==> src/rtl/tz_pkg.sv <==
package tz_pkg;
  localparam int WORD_W = 16;
  typedef logic [WORD_W-1:0] word_t;

  typedef enum logic [1:0] {ST_IDLE, ST_WIPE, ST_DONE} tz_state_t;

  typedef struct packed {
    logic       loadSeed;
    logic       wipeEn;
    logic       dummyPass;
    logic [7:0] passIdx;
  } tz_strobe_t;

  function automatic word_t lfsrNext(word_t s);
    return {s[14:0], s[15] ^ s[13] ^ s[12] ^ s[10]};
  endfunction

  function automatic word_t passSeed(logic [7:0] p);
    word_t v;
    v = 16'hACE1 + word_t'(p) * 16'h3C5B;
    return (v == '0) ? 16'h0001 : v;
  endfunction

  function automatic word_t dummyWord(logic oddAddr);
    return oddAddr ? 16'h5A5A : 16'hA5A5;
  endfunction
endpackage

==> src/rtl/tz_ctrl.sv <==
module tz_ctrl
  import tz_pkg::*;
#(
  parameter int NUM_SENSORS = 4,
  parameter int PASSES      = 4
) (
  input  logic                   clk,
  input  logic                   rstN,
  input  logic [NUM_SENSORS-1:0] tamperIn,
  input  logic                   lockSet,
  input  logic                   addrLast,
  output tz_strobe_t             strobe,
  output logic                   tamperFlag,
  output logic                   busy,
  output logic                   done,
  output logic                   locked
);
  localparam int PASS_W = (PASSES > 1) ? $clog2(PASSES) : 1;
  localparam logic [PASS_W-1:0] LAST_PASS = PASS_W'(PASSES - 1);

  logic [NUM_SENSORS-1:0] syncB;
  tz_state_t state, stateNext;
  logic [PASS_W-1:0] passCnt;
  logic finalPass;

  // one two-flop synchronizer per sensor line
  for (genvar g = 0; g < NUM_SENSORS; g++) begin : g_sync
    logic stageA;
    always_ff @(posedge clk or negedge rstN) begin
      if (!rstN) begin
        stageA   <= 1'b0;
        syncB[g] <= 1'b0;
      end else begin
        stageA   <= tamperIn[g];
        syncB[g] <= stageA;
      end
    end
  end

  always_ff @(posedge clk or negedge rstN) begin
    if (!rstN) begin
      tamperFlag <= 1'b0;
      locked     <= 1'b0;
    end else begin
      if (|syncB) tamperFlag <= 1'b1;
      if (lockSet) locked <= 1'b1;
    end
  end

  assign finalPass = (passCnt == LAST_PASS);

  always_comb begin
    stateNext = state;
    strobe    = '0;
    case (state)
      ST_IDLE: if (tamperFlag) begin
        strobe.loadSeed = 1'b1;
        strobe.passIdx  = 8'd0;
        stateNext       = ST_WIPE;
      end
      ST_WIPE: begin
        strobe.wipeEn    = 1'b1;
        strobe.dummyPass = finalPass;
        if (addrLast) begin
          if (finalPass) stateNext = ST_DONE;
          else begin
            strobe.loadSeed = 1'b1;
            strobe.passIdx  = 8'(passCnt) + 8'd1;
          end
        end
      end
      default: stateNext = ST_DONE;
    endcase
  end

  always_ff @(posedge clk or negedge rstN) begin
    if (!rstN) begin
      state   <= ST_IDLE;
      passCnt <= '0;
    end else begin
      state <= stateNext;
      if (state == ST_WIPE && addrLast && !finalPass) passCnt <= passCnt + 1'b1;
    end
  end

  assign busy = tamperFlag && (state != ST_DONE);
  assign done = (state == ST_DONE);


  flag_sticky_chk: assert property (@(posedge clk) disable iff (!rstN)
    tamperFlag |=> tamperFlag);

  done_sticky_chk: assert property (@(posedge clk) disable iff (!rstN)
    done |=> done && !busy);

  busy_hold_chk: assert property (@(posedge clk) disable iff (!rstN)
    (state == ST_WIPE) && !(addrLast && finalPass) |=> (state == ST_WIPE));

  lock_sticky_chk: assert property (@(posedge clk) disable iff (!rstN)
    locked |=> locked);
endmodule

==> src/rtl/tz_dpath.sv <==
module tz_dpath
  import tz_pkg::*;
#(
  parameter int DEPTH = 256
) (
  input  logic                     clk,
  input  logic                     rstN,
  input  tz_strobe_t               strobe,
  input  logic                     tamperFlag,
  input  logic                     busy,
  input  logic                     locked,
  input  logic [$clog2(DEPTH)-1:0] hostAddr,
  input  logic                     hostWrEn,
  input  word_t                    hostWrData,
  input  word_t                    ramRdData,
  output logic [$clog2(DEPTH)-1:0] ramAddr,
  output logic                     ramWrEn,
  output word_t                    ramWrData,
  output word_t                    funcRdData,
  output word_t                    extRdData,
  output logic                     addrLast
);
  localparam int ADDR_W = $clog2(DEPTH);
  localparam logic [ADDR_W-1:0] LAST_ADDR = ADDR_W'(DEPTH - 1);

  logic [ADDR_W-1:0] wipeAddr;
  word_t lfsr;

  always_ff @(posedge clk or negedge rstN) begin
    if (!rstN) begin
      wipeAddr <= '0;
      lfsr     <= 16'h0001;
    end else if (strobe.loadSeed) begin
      wipeAddr <= '0;
      lfsr     <= passSeed(strobe.passIdx);
    end else if (strobe.wipeEn) begin
      wipeAddr <= wipeAddr + 1'b1;
      lfsr     <= lfsrNext(lfsr);
    end
  end

  assign addrLast = (wipeAddr == LAST_ADDR);

  always_comb begin
    if (strobe.wipeEn) begin
      ramWrEn   = 1'b1;
      ramAddr   = wipeAddr;
      ramWrData = strobe.dummyPass ? dummyWord(wipeAddr[0]) : lfsr;
    end else begin
      ramWrEn   = hostWrEn && !tamperFlag;
      ramAddr   = hostAddr;
      ramWrData = hostWrData;
    end
  end

  assign funcRdData = busy ? '0 : ramRdData;
  assign extRdData  = (busy || locked) ? '0 : ramRdData;


  addr_step_chk: assert property (@(posedge clk) disable iff (!rstN)
    strobe.wipeEn && !addrLast |=> wipeAddr == $past(wipeAddr) + ADDR_W'(1));

  lfsr_nonzero_chk: assert property (@(posedge clk) disable iff (!rstN)
    strobe.wipeEn |-> lfsr != '0);

  host_block_chk: assert property (@(posedge clk) disable iff (!rstN)
    tamperFlag && !strobe.wipeEn |-> !ramWrEn);

  func_quiet_chk: assert property (@(posedge clk) disable iff (!rstN)
    strobe.wipeEn |-> funcRdData == '0);
endmodule

==> src/rtl/tamper_zeroize.sv <==
module tamper_zeroize
  import tz_pkg::*;
#(
  parameter int NUM_SENSORS = 4,
  parameter int DEPTH       = 256,
  parameter int PASSES      = 4,
  localparam int ADDR_W     = $clog2(DEPTH)
) (
  input  logic                   clk,
  input  logic                   rstN,
  input  logic [NUM_SENSORS-1:0] tamperIn,
  input  logic [ADDR_W-1:0]      hostAddr,
  input  logic                   hostWrEn,
  input  logic [15:0]            hostWrData,
  input  logic                   lockSet,
  input  logic [15:0]            ramRdData,
  output logic [ADDR_W-1:0]      ramAddr,
  output logic                   ramWrEn,
  output logic [15:0]            ramWrData,
  output logic [15:0]            funcRdData,
  output logic [15:0]            extRdData,
  output logic                   busy,
  output logic                   done,
  output logic                   locked
);
  tz_strobe_t strobe;
  logic tamperFlag, addrLast;

  tz_ctrl #(.NUM_SENSORS(NUM_SENSORS), .PASSES(PASSES)) u_ctrl (
    .clk(clk), .rstN(rstN), .tamperIn(tamperIn), .lockSet(lockSet),
    .addrLast(addrLast), .strobe(strobe), .tamperFlag(tamperFlag),
    .busy(busy), .done(done), .locked(locked)
  );

  tz_dpath #(.DEPTH(DEPTH)) u_dpath (
    .clk(clk), .rstN(rstN), .strobe(strobe), .tamperFlag(tamperFlag),
    .busy(busy), .locked(locked), .hostAddr(hostAddr), .hostWrEn(hostWrEn),
    .hostWrData(hostWrData), .ramRdData(ramRdData), .ramAddr(ramAddr),
    .ramWrEn(ramWrEn), .ramWrData(ramWrData), .funcRdData(funcRdData),
    .extRdData(extRdData), .addrLast(addrLast)
  );


  ext_lock_chk: assert property (@(posedge clk) disable iff (!rstN)
    locked |-> extRdData == '0);
endmodule

==> config.mk <==
export PLATFORM = sky130hd
export DESIGN_NAME = tamper_zeroize
export DESIGN_NICKNAME = d
export VERILOG_FILES = /design/src/rtl/tz_pkg.sv /design/src/rtl/tz_ctrl.sv /design/src/rtl/tz_dpath.sv /design/src/rtl/tamper_zeroize.sv
export SDC_FILE = /design/constraint.sdc
export NUM_CORES = 1
export LEC_CHECK = 0
export ABC_AREA = 1
export BUFFER_PORTS_ARGS = -buffer_cell sky130_fd_sc_hd__buf_2
export CORE_MARGIN = 5
export CORE_UTILIZATION = 43
export DETAILED_ROUTE_END_ITERATION = 6
export PLACE_DENSITY = 0.88
export SKIP_CTS_REPAIR_TIMING = 1
export SYNTH_ARGS = -nofsm -noshare
export SYNTH_HDL_FRONTEND = slang
export SYNTH_SLANG_ARGS = --single-unit
==> constraint.sdc <==
create_clock -name clk -period 2.5 [get_ports clk]
set_clock_uncertainty 0.15 [all_clocks]
set_input_delay 0.375 -clock clk [delete_from_list [all_inputs] [get_ports clk]]
set_output_delay 0.375 -clock clk [all_outputs]
set_load 0.05 [all_outputs]
Word level (Yosys, flattened, before mapping)
Index checks and enable logic that the tools add are counted.

word-level totals
  word-level logic and storage cells = 66
  bits in registers = 38
  output and inout port bits = 60

cells by class
  add/sub/neg operators = 4
  eq/ne operators = 8
  reductions and logical operators = 12
  mux-type cells = 24
  $mul = 1
  bitwise operators = 3

operator list
  kind                    count
  $mux 16                 8
  $mux 8                  6
  $add 16x16->16 const A  1
  $logic_not 16->1        1
  $mul 8x14->16 const B   1
  $add 8x1->8 const B     1
  $eq 8x8->1 const B      1
  $mux 2                  4
  $ne 2x1->1 const B      3
  $eq 2x2->1 const B      2
  $logic_and 1x1->1       4
  $mux 1                  4
  $pmux 2 s2              1
  $reduce_or 4->1         1
  $add 2x1->3 const B     1
  $reduce_and 3->1        1
  $xor 1x1->1             3
  $add 2x1->2 const B     1
  $eq 2x1->1 const B      1
  $logic_not 1->1         2
  $logic_not 2->1         1
  $ne 2x2->1 const B      1
  $pmux 1 s2              1
  $reduce_bool 2->1       1
  $logic_or 1x1->1        1

Longest topological paths before layout
Gate-level depths: netlist of run 1.

  depth after elaboration = 9
  gate-level depth with buffers = 15
  gate-level depth less buffers = 15

Modules after synthesis
From an unflattened synthesis of run 1, not the netlist that was laid out.

unflattened totals
  cells, all modules = 644
  area total of the unflattened synthesis = 4,369.2 um^2

by module, submodules not included
  module    seq. area each (um^2)  instances  cells each  area an instance (um^2)
  tz_dpath  601.8                  1          590         3,793.6
  tz_ctrl   350.3                  1          54          575.6

Least setup slack after synthesis of run 1
OpenSTA, ideal clock, no wires.

  path kind = reg-to-output
  from = reg u_ctrl.state[1]
  to = out ramAddr[2]
  stages on the path, launching flop included = 6
  data arrival time = 2.069 ns
  path slack = -0.094 ns
  required time = 1.975 ns
  buffers on the path = 2
  cell sequence = dfrtp_1 -> inv_2 -> nand2_2 -> buf_2 -> clkbuf_1 -> o21ai_0

between the ends
  cells in the longest elaborated chain, start to end = 3

ends and longest elaborated chain
  item                    line                  source
  start, declared         tz_ctrl.sv:22         tz_state_t state, stateNext;
  start signal, assigned  tz_ctrl.sv:81         state <= stateNext;
  $eq 2x1->1              tz_ctrl.sv:55         case (state)
  $mux 2                  tz_ctrl.sv:55
  $mux 8                  tz_dpath.sv:45        if (strobe.wipeEn) begin
  end, declared           tamper_zeroize.sv:17  output logic [ADDR_W-1:0] ramAddr,

Every way passes these cells.

Worst setup path after layout of run 1
  from = reg u_dpath.wipeAddr[1]
  to = reg u_dpath.lfsr[10]

between the ends
  cells in the longest elaborated chain, start to end = 8
  elaborated cells between the ends (all ways) = 11
  classes of those cells = 1 x add/sub; 1 x mul; 1 x eq/ne; 6 x mux; 2 x reduce/logical

ends and longest elaborated chain
  item                    line            source
  start, declared         tz_dpath.sv:26  logic [ADDR_W-1:0] wipeAddr;
  start signal, assigned  tz_dpath.sv:37  wipeAddr <= wipeAddr + 1'b1;
  $eq 8x8->1 (*)          tz_dpath.sv:42  assign addrLast = (wipeAddr == LAST_ADDR);
  $mux 8                  tz_ctrl.sv:64   if (addrLast) begin
  $mux 8                  -
  $mul 8x14->16           tz_pkg.sv:20    v = 16'hACE1 + word_t'(p) * 16'h3C5B;
  $add 16x16->16          tz_pkg.sv:20
  $logic_not 16->1        tz_pkg.sv:21    return (v == '0) ? 16'h0001 : v;
  $mux 16                 tz_pkg.sv:21
  $mux 16                 tz_dpath.sv:33  end else if (strobe.loadSeed) begin
  end signal, assigned    tz_dpath.sv:35  lfsr <= passSeed(strobe.passIdx);
  end signal, assigned    tz_dpath.sv:38  lfsr <= lfsrNext(lfsr);
  end, declared           tz_dpath.sv:27  word_t lfsr;

Every way passes the cells marked *; elsewhere a longest branch is shown, timed or not.
A chain may end at the register's enable or synchronous reset.

==> flow_metrics.py, run 1 <==
metrics = {
    "timing": {
        "fmax_ghz": 0.414,
        "setup_viol": 0,
        "finalHoldViolCount": 0,
        "grt_setup_unrepaired": "true",
        "fin_crit_sh": 0.967,
        "period_minus_slack_ns": 2.42,
        "worst_slew_pin_slew_ns": 0.867,
        "drv_slew": 0,
        "setup_ws_ns": 0.0830,
        "relSlewSlack": 0.422,
    },
    "worst_setup_path": {
        "crit_path_max_fanout": 4,
        "regToRegSetupSlack_ns": 0.08,
        "reg2reg_to": "u_dpath.lfsr[10]",
        "r2r_start": "u_dpath.wipeAddr[1]",
        "cp.required_ns": 2.52,
        "slowest_delay_ns": 0.41,
        "worstSetupEndpointType": "register",
        "reg2reg_depth": 14,
        "path_cells": "ha_2 -> inv_1 -> nor2_2 -> nand2_2 -> nor2_4 -> nand2_2 -> inv_2 -> ha_2 -> inv_1 -> ha_1 -> nor2_1 -> nand3b_1 -> nand3_1 -> nand3_1",
        "crit_type": "reg2reg",
        "worstPathArrival_ns": 2.44,
        "slowest_stage": "dfrtp_1",
        "start_kind": "register",
    },
    "pwr": {
        "power.leakage_nw": 1.91,
        "peakVddDrop_mv": 0.445,
        "power_density_nw_per_um2": 985,
        "p_int_mw": 1.76,
        "combPwrFrac": 0.503,
        "clkPwrFrac": 0.197,
        "switchingPower_mw": 1.55,
        "seq_power_share": 0.300,
        "swShare": 0.469,
    },
    "worst_hold_path": {
        "min_path_type": "in2reg",
        "hold_end": "u_ctrl.g_sync[2].stageA",
        "holdCritStartpoint": "tamperIn[2]",
        "min_path_cells": 1,
    },
    "run": {
        "drv_cap": 0,
    },
    "layout": {
        "diodes": 0,
        "finalNonFillerCells": 542,
        "drive_gt1_frac": 0.360,
        "final_cell_mix": "nand2_1 (111), buf_2 (92), inv_1 (48), dfrtp_1 (37), nor2_1 (35)",
        "final_nets": 528,
        "area_growth_pct": 36.9,
        "mostFrequentLayoutCell": "nand2_1",
    },
    "detailed_routing": {
        "wl_per_cell_um": 13.8,
        "routed_via_density": 5.06,
        "ant_nets": 0,
        "totalWireLength_mm": 7.50,
        "vias": 2743,
        "drtPass1Iterations": 4,
        "drt_drc_violations_left": 0,
        "drt_iter0_drc": 221,
    },
    "clock_tree": {
        "numClockSinks": 38,
        "clockBufferDepth": 2,
        "clk_pin_slew_worst_paths_ns": 0.08,
        "clk_latency_ns": 0.30,
        "root_buffer": "clkbuf_8",
        "cts_tree": "yes",
        "cts_buffers": 5,
        "cts-htree-levels": 2,
    },
    "yosys": {
        "ys_seq_area_frac": 0.387,
        "async_reset_ff_frac": 1.00,
        "yosys_warnings": 0,
        "synth_flop_cell": "dfrtp_1",
        "avgSynthCellArea_um2": 7.02,
        "syn_nets": 409,
        "synth_seq_cells": 38,
        "synth_cell_types": 30,
        "synth_area_um2": 2460,
        "syn_inst": 350,
        "synth_edf_count": 0,
    },
    "placement": {
        "preCtsSetupSlack_ns": 0.0132,
        "dp_hpwl_mm": 5.48,
        "placed_cells": 529,
        "port_buffers": 107,
        "gp_congestion": 0.835,
    },
    "floorplan": {
        "start_util": 0.444,
        "die_area_um2": 7330,
        "fp.dieH_um": 85.6,
        "io_pins": 108,
        "fp-row-count": 27,
        "chipWidth_um": 85.6,
        "coreArea_um2": 5540,
    },
    "grt": {
        "grt_overflow_total": 0,
        "grt_pass1_vias": 2617,
        "grt_max_degree": 39,
        "antenna_found_initial": 0,
        "grt_usage": 0.197,
        "grt_pass1_wl_mm": 11.9,
    },
    "run_status": {
        "status": "completed",
    },
}
## per-stage QoR
step	power (mW)	cell area (um^2)	hold slack, ns	utilization	TNS (ns)
floorplan	2.14	2460	-0.0706	-	-1.31
global placement	2.48	3100	0.188	0.559	0
detailed placement	2.52	3100	0.194	0.559	0
CTS	3.18	3240	0.0242	0.585	-0.393
global route	3.50	3370	0.0176	0.607	-0.257
finish	3.32	3370	0.0248	0.607	0
## critical path, delay by kind of cell, from the launching register on
kind	cells	cell delay, ns
simple gates	8	0.87
buf+inv	3	0.19
fa+ha+maj	3	0.65
flops	1	0.41
## cells by family (layout without fill, tap and decap cells)
group,Yosys count,in the layout,share of synthesized area
flip-flops,38,38,0.387
buffers and inverters,61,181,0.102
XOR/XNOR,4,4,0.0143
AND/OR/NAND/NOR,208,208,0.370
adder cells (fa/ha/maj),11,11,0.0560
AO/OA/AOI/OAI,28,28,0.0702
## Yosys cell counts, types with 2 or more instances
cell type  instances  area [um^2]
inv_2              2         7.51
clkbuf_1           2         7.51
nand2_2            2         12.5
buf_6              2         22.5
dfrtp_1           37          926
nor2_2            13         81.3
ha_1              11          138
xor2_1             2         17.5
inv_1             49          184
nor2_4             3         33.8
buf_2              6         30.0
nor2_1            38          143
a22oi_1            2         15.0
nand3_1           23          115
nand2_1          116          435
nor3_1             3         15.0
o21ai_0           14         70.1
nand4_1            3         18.8
xnor2_1            2         17.5
o211ai_1          10         75.1
## flip-flops by register name, summed over array words and instances, names as in the netlist
| name | count |
|---|---|
| u_ctrl.syncB | 4 |
| u_ctrl.tamperFlag | 1 |
| u_ctrl.state | 2 |
| u_dpath.lfsr | 16 |
| u_ctrl.locked | 1 |
| u_ctrl.g_sync.stageA | 4 |
| u_dpath.wipeAddr | 8 |
| u_ctrl.passCnt | 2 |
## power groups by stage
| stage | registers (mW) | clock network [mW] | logic (mW) |
|---|---|---|---|
| finish | 0.995 | 0.653 | 1.67 |
| global route | 1.02 | 0.686 | 1.79 |
| CTS | 0.984 | 0.654 | 1.54 |
| detailed placement | 0.992 | 0 | 1.53 |
| global placement | 0.980 | 0 | 1.50 |
| floorplan | 0.947 | 0 | 1.19 |
## worst max path at each step
| stage | startpoint | end | slack (ns) |
|---|---|---|---|
| global route | u_dpath.wipeAddr[1] | u_dpath.lfsr[10] | -0.09 |
| CTS | u_ctrl.state[1] | ramWrData[2] | -0.05 |
| finish | u_dpath.wipeAddr[1] | u_dpath.lfsr[10] | 0.08 |
| global placement | u_dpath.wipeAddr[0] | u_dpath.lfsr[10] | 0.16 |
| detailed placement | u_dpath.wipeAddr[1] | u_dpath.lfsr[10] | 0.01 |
| floorplan | u_ctrl.state[1] | ramAddr[2] | -0.09 |
## routing by layer
metal	track usage	routed length, um	vias to the layer above
met4	0.0719	168	0
met3	0.0327	617	15
met2	0.361	3870	122
met5	0	0	-
li1	-	-	1322
met1	0.230	2850	1284
## layout make-up
class / count / area [um^2]
fillers: 458 / 2170
repair buffers: 122 / 689
inverters: 51 / 191
clock buffers: 6 / 82.6
clock inverters: 2 / 60.1
multi-input cells: 251 / 1300
flip-flops and latches: 38 / 952
well taps: 72 / 90.1
No activity file was read; power rests on OpenSTA's default activity.
==> run 2, diff against run 1 <==
Settings changed: CORE_UTILIZATION 43 to 51, PLACE_DENSITY 0.88 to 0.95.
Clock period 2.5 ns to 2.95 ns, I/O delays scaled along.
==> flow_metrics.py, run 2 (same netlist as run 1, synthesis figures left out) <==
metrics = {
    "worst_setup_path": {
        "r2r_start": "u_ctrl.passCnt[0]",
        "cp.required_ns": 3.04,
        "path_cells": "ha_1 -> inv_1 -> nand2_2 -> nor2_2 -> nand2_2 -> inv_1 -> ha_1 -> inv_1 -> ha_1 -> nor2_1 -> nand3b_1 -> nand3_1 -> nand2_1 -> nand3_1",
        "worstSetupEndpointType": "register",
        "slowest_stage": "dfrtp_1",
        "worstPathArrival_ns": 2.84,
        "path_delay_family": "simple AND/OR/NAND/NOR gates",
        "critical_path.startpoint": "u_ctrl.passCnt[0]",
        "crit_path_max_fanout": 8,
        "start_kind": "register",
        "path_buf_inv": 3,
        "crit_type": "reg2reg",
        "slowest_delay_ns": 0.41,
    },
    "grt": {
        "grt_usage": 0.229,
        "grt_max_degree": 41,
        "grt_pass1_vias": 2601,
        "grt_overflow_total": 0,
        "grt_pass1_wl_mm": 11.7,
        "antenna_found_initial": 0,
    },
    "layout": {
        "largest_register_ffs": 16,
        "regMostFlops": "u_dpath.lfsr",
        "drive_gt1_frac": 0.318,
        "multi_input_comb_area_um2": 1260,
        "final_nets": 517,
        "area_growth_pct": 29.5,
        "finalNonFillerCells": 513,
        "final_cell_mix": "nand2_1 (115), buf_2 (107), inv_1 (49), nor2_1 (37), dfrtp_1 (37)",
        "fillers": 373,
        "final_util": 0.679,
        "diodes": 0,
        "final-seq-area_um2": 952,
        "mostFrequentLayoutCell": "nand2_1",
        "reg_top3": "u_dpath.lfsr (16), u_dpath.wipeAddr (8)",
    },
    "clock_tree": {
        "clk_pin_slew_worst_paths_ns": 0.08,
        "cts_buffers": 5,
        "clockBufferDepth": 2,
        "cts-htree-levels": 2,
        "numClockSinks": 38,
        "root_buffer": "clkbuf_8",
        "cts_tree": "yes",
        "clk_latency_ns": 0.29,
    },
    "detailed_routing": {
        "totalWireLength_mm": 7.29,
        "wl_per_cell_um": 14.2,
        "ant_nets": 0,
        "drt_drc_violations_left": 0,
        "drt_iter0_drc": 343,
        "routed_via_density": 5.38,
        "vias": 2761,
        "drtPass1Iterations": 6,
    },
    "run": {
        "drv_cap": 0,
    },
    "floorplan": {
        "fp-row-count": 25,
        "chipWidth_um": 79.4,
        "fp.dieH_um": 79.4,
        "die_area_um2": 6310,
        "start_util": 0.524,
        "coreArea_um2": 4690,
        "io_pins": 108,
    },
    "placement": {
        "preCtsSetupSlack_ns": 0.192,
        "gp_congestion": 0.889,
        "placed_cells": 505,
        "port_buffers": 107,
        "dp_hpwl_mm": 5.50,
    },
    "pwr": {
        "seq_power_share": 0.313,
        "finalPower_mw": 2.71,
        "switchingPower_mw": 1.31,
        "power.leakage_nw": 1.85,
        "clkPwrFrac": 0.203,
        "power_density_nw_per_um2": 852,
        "swShare": 0.483,
        "peakVddDrop_mv": 0.581,
        "combPwrFrac": 0.485,
        "p_int_mw": 1.40,
    },
    "timing": {
        "relSlewSlack": 0.430,
        "drv_slew": 0,
        "period_minus_slack_ns": 2.75,
        "grt_setup_unrepaired": "false",
        "fmax_ghz": 0.363,
        "setup_viol": 0,
        "setup_ws_ns": 0.196,
        "setup_tns_ns": 0,
        "fin_crit_sh": 0.934,
        "finalHoldViolCount": 0,
        "worst_slew_pin_slew_ns": 0.855,
    },
    "run_status": {
        "status": "completed",
    },
    "worst_hold_path": {
        "min_path_type": "in2async",
    },
}
[run 2: power groups by stage]
stage                     combinational [mW]  clock (mW)  sequential [mW]
after CTS                               1.31       0.553            0.838
after global routing                    1.42       0.581            0.865
after detailed placement                1.30           0            0.843
final                                   1.31       0.550            0.848
after floorplan                         1.01           0            0.802
after global placement                  1.27           0            0.834
[run 2: metrics by stage]
stage / hold WS [ns] / instance area, um^2
2_1_floorplan: -0.00309 / 2460
3_3_place_gp: 0.185 / 3030
3_5_place_dp: 0.190 / 3030
4_1_cts: 0.0988 / 3170
5_1_grt: 0.0898 / 3180
6_report: 0.0945 / 3180
[run 2: final cells by class]
class,count,share of cell area
clock buffers,6,0.0259
clock inverters,2,0.0189
well taps,54,0.0212
repair buffers,111,0.178
inverters,51,0.0601
flip-flops and latches,38,0.299
multi-input cells,251,0.397
[run 2: path summary, 6_finish.rpt]
check,to,slack [ns],cells after the start
max,u_dpath.lfsr[0],0.20,14
min,u_dpath.lfsr[15],0.09,1
max reg2reg,u_dpath.lfsr[0],0.20,14
min reg2reg,u_ctrl.syncB[1],0.20,0
max in group asynchronous,u_ctrl.g_sync[0].stageA,2.00,1
min in group clk,u_ctrl.g_sync[1].stageA,0.11,1
[run 2: layer usage]
layer  vias up  part of all wire  GRT usage
met4         0             0.026     0.0773
met2       198              0.51      0.428
met3        29              0.10     0.0384
met1      1239              0.36      0.260
li1       1295                 -          -
met5         -                 0          0
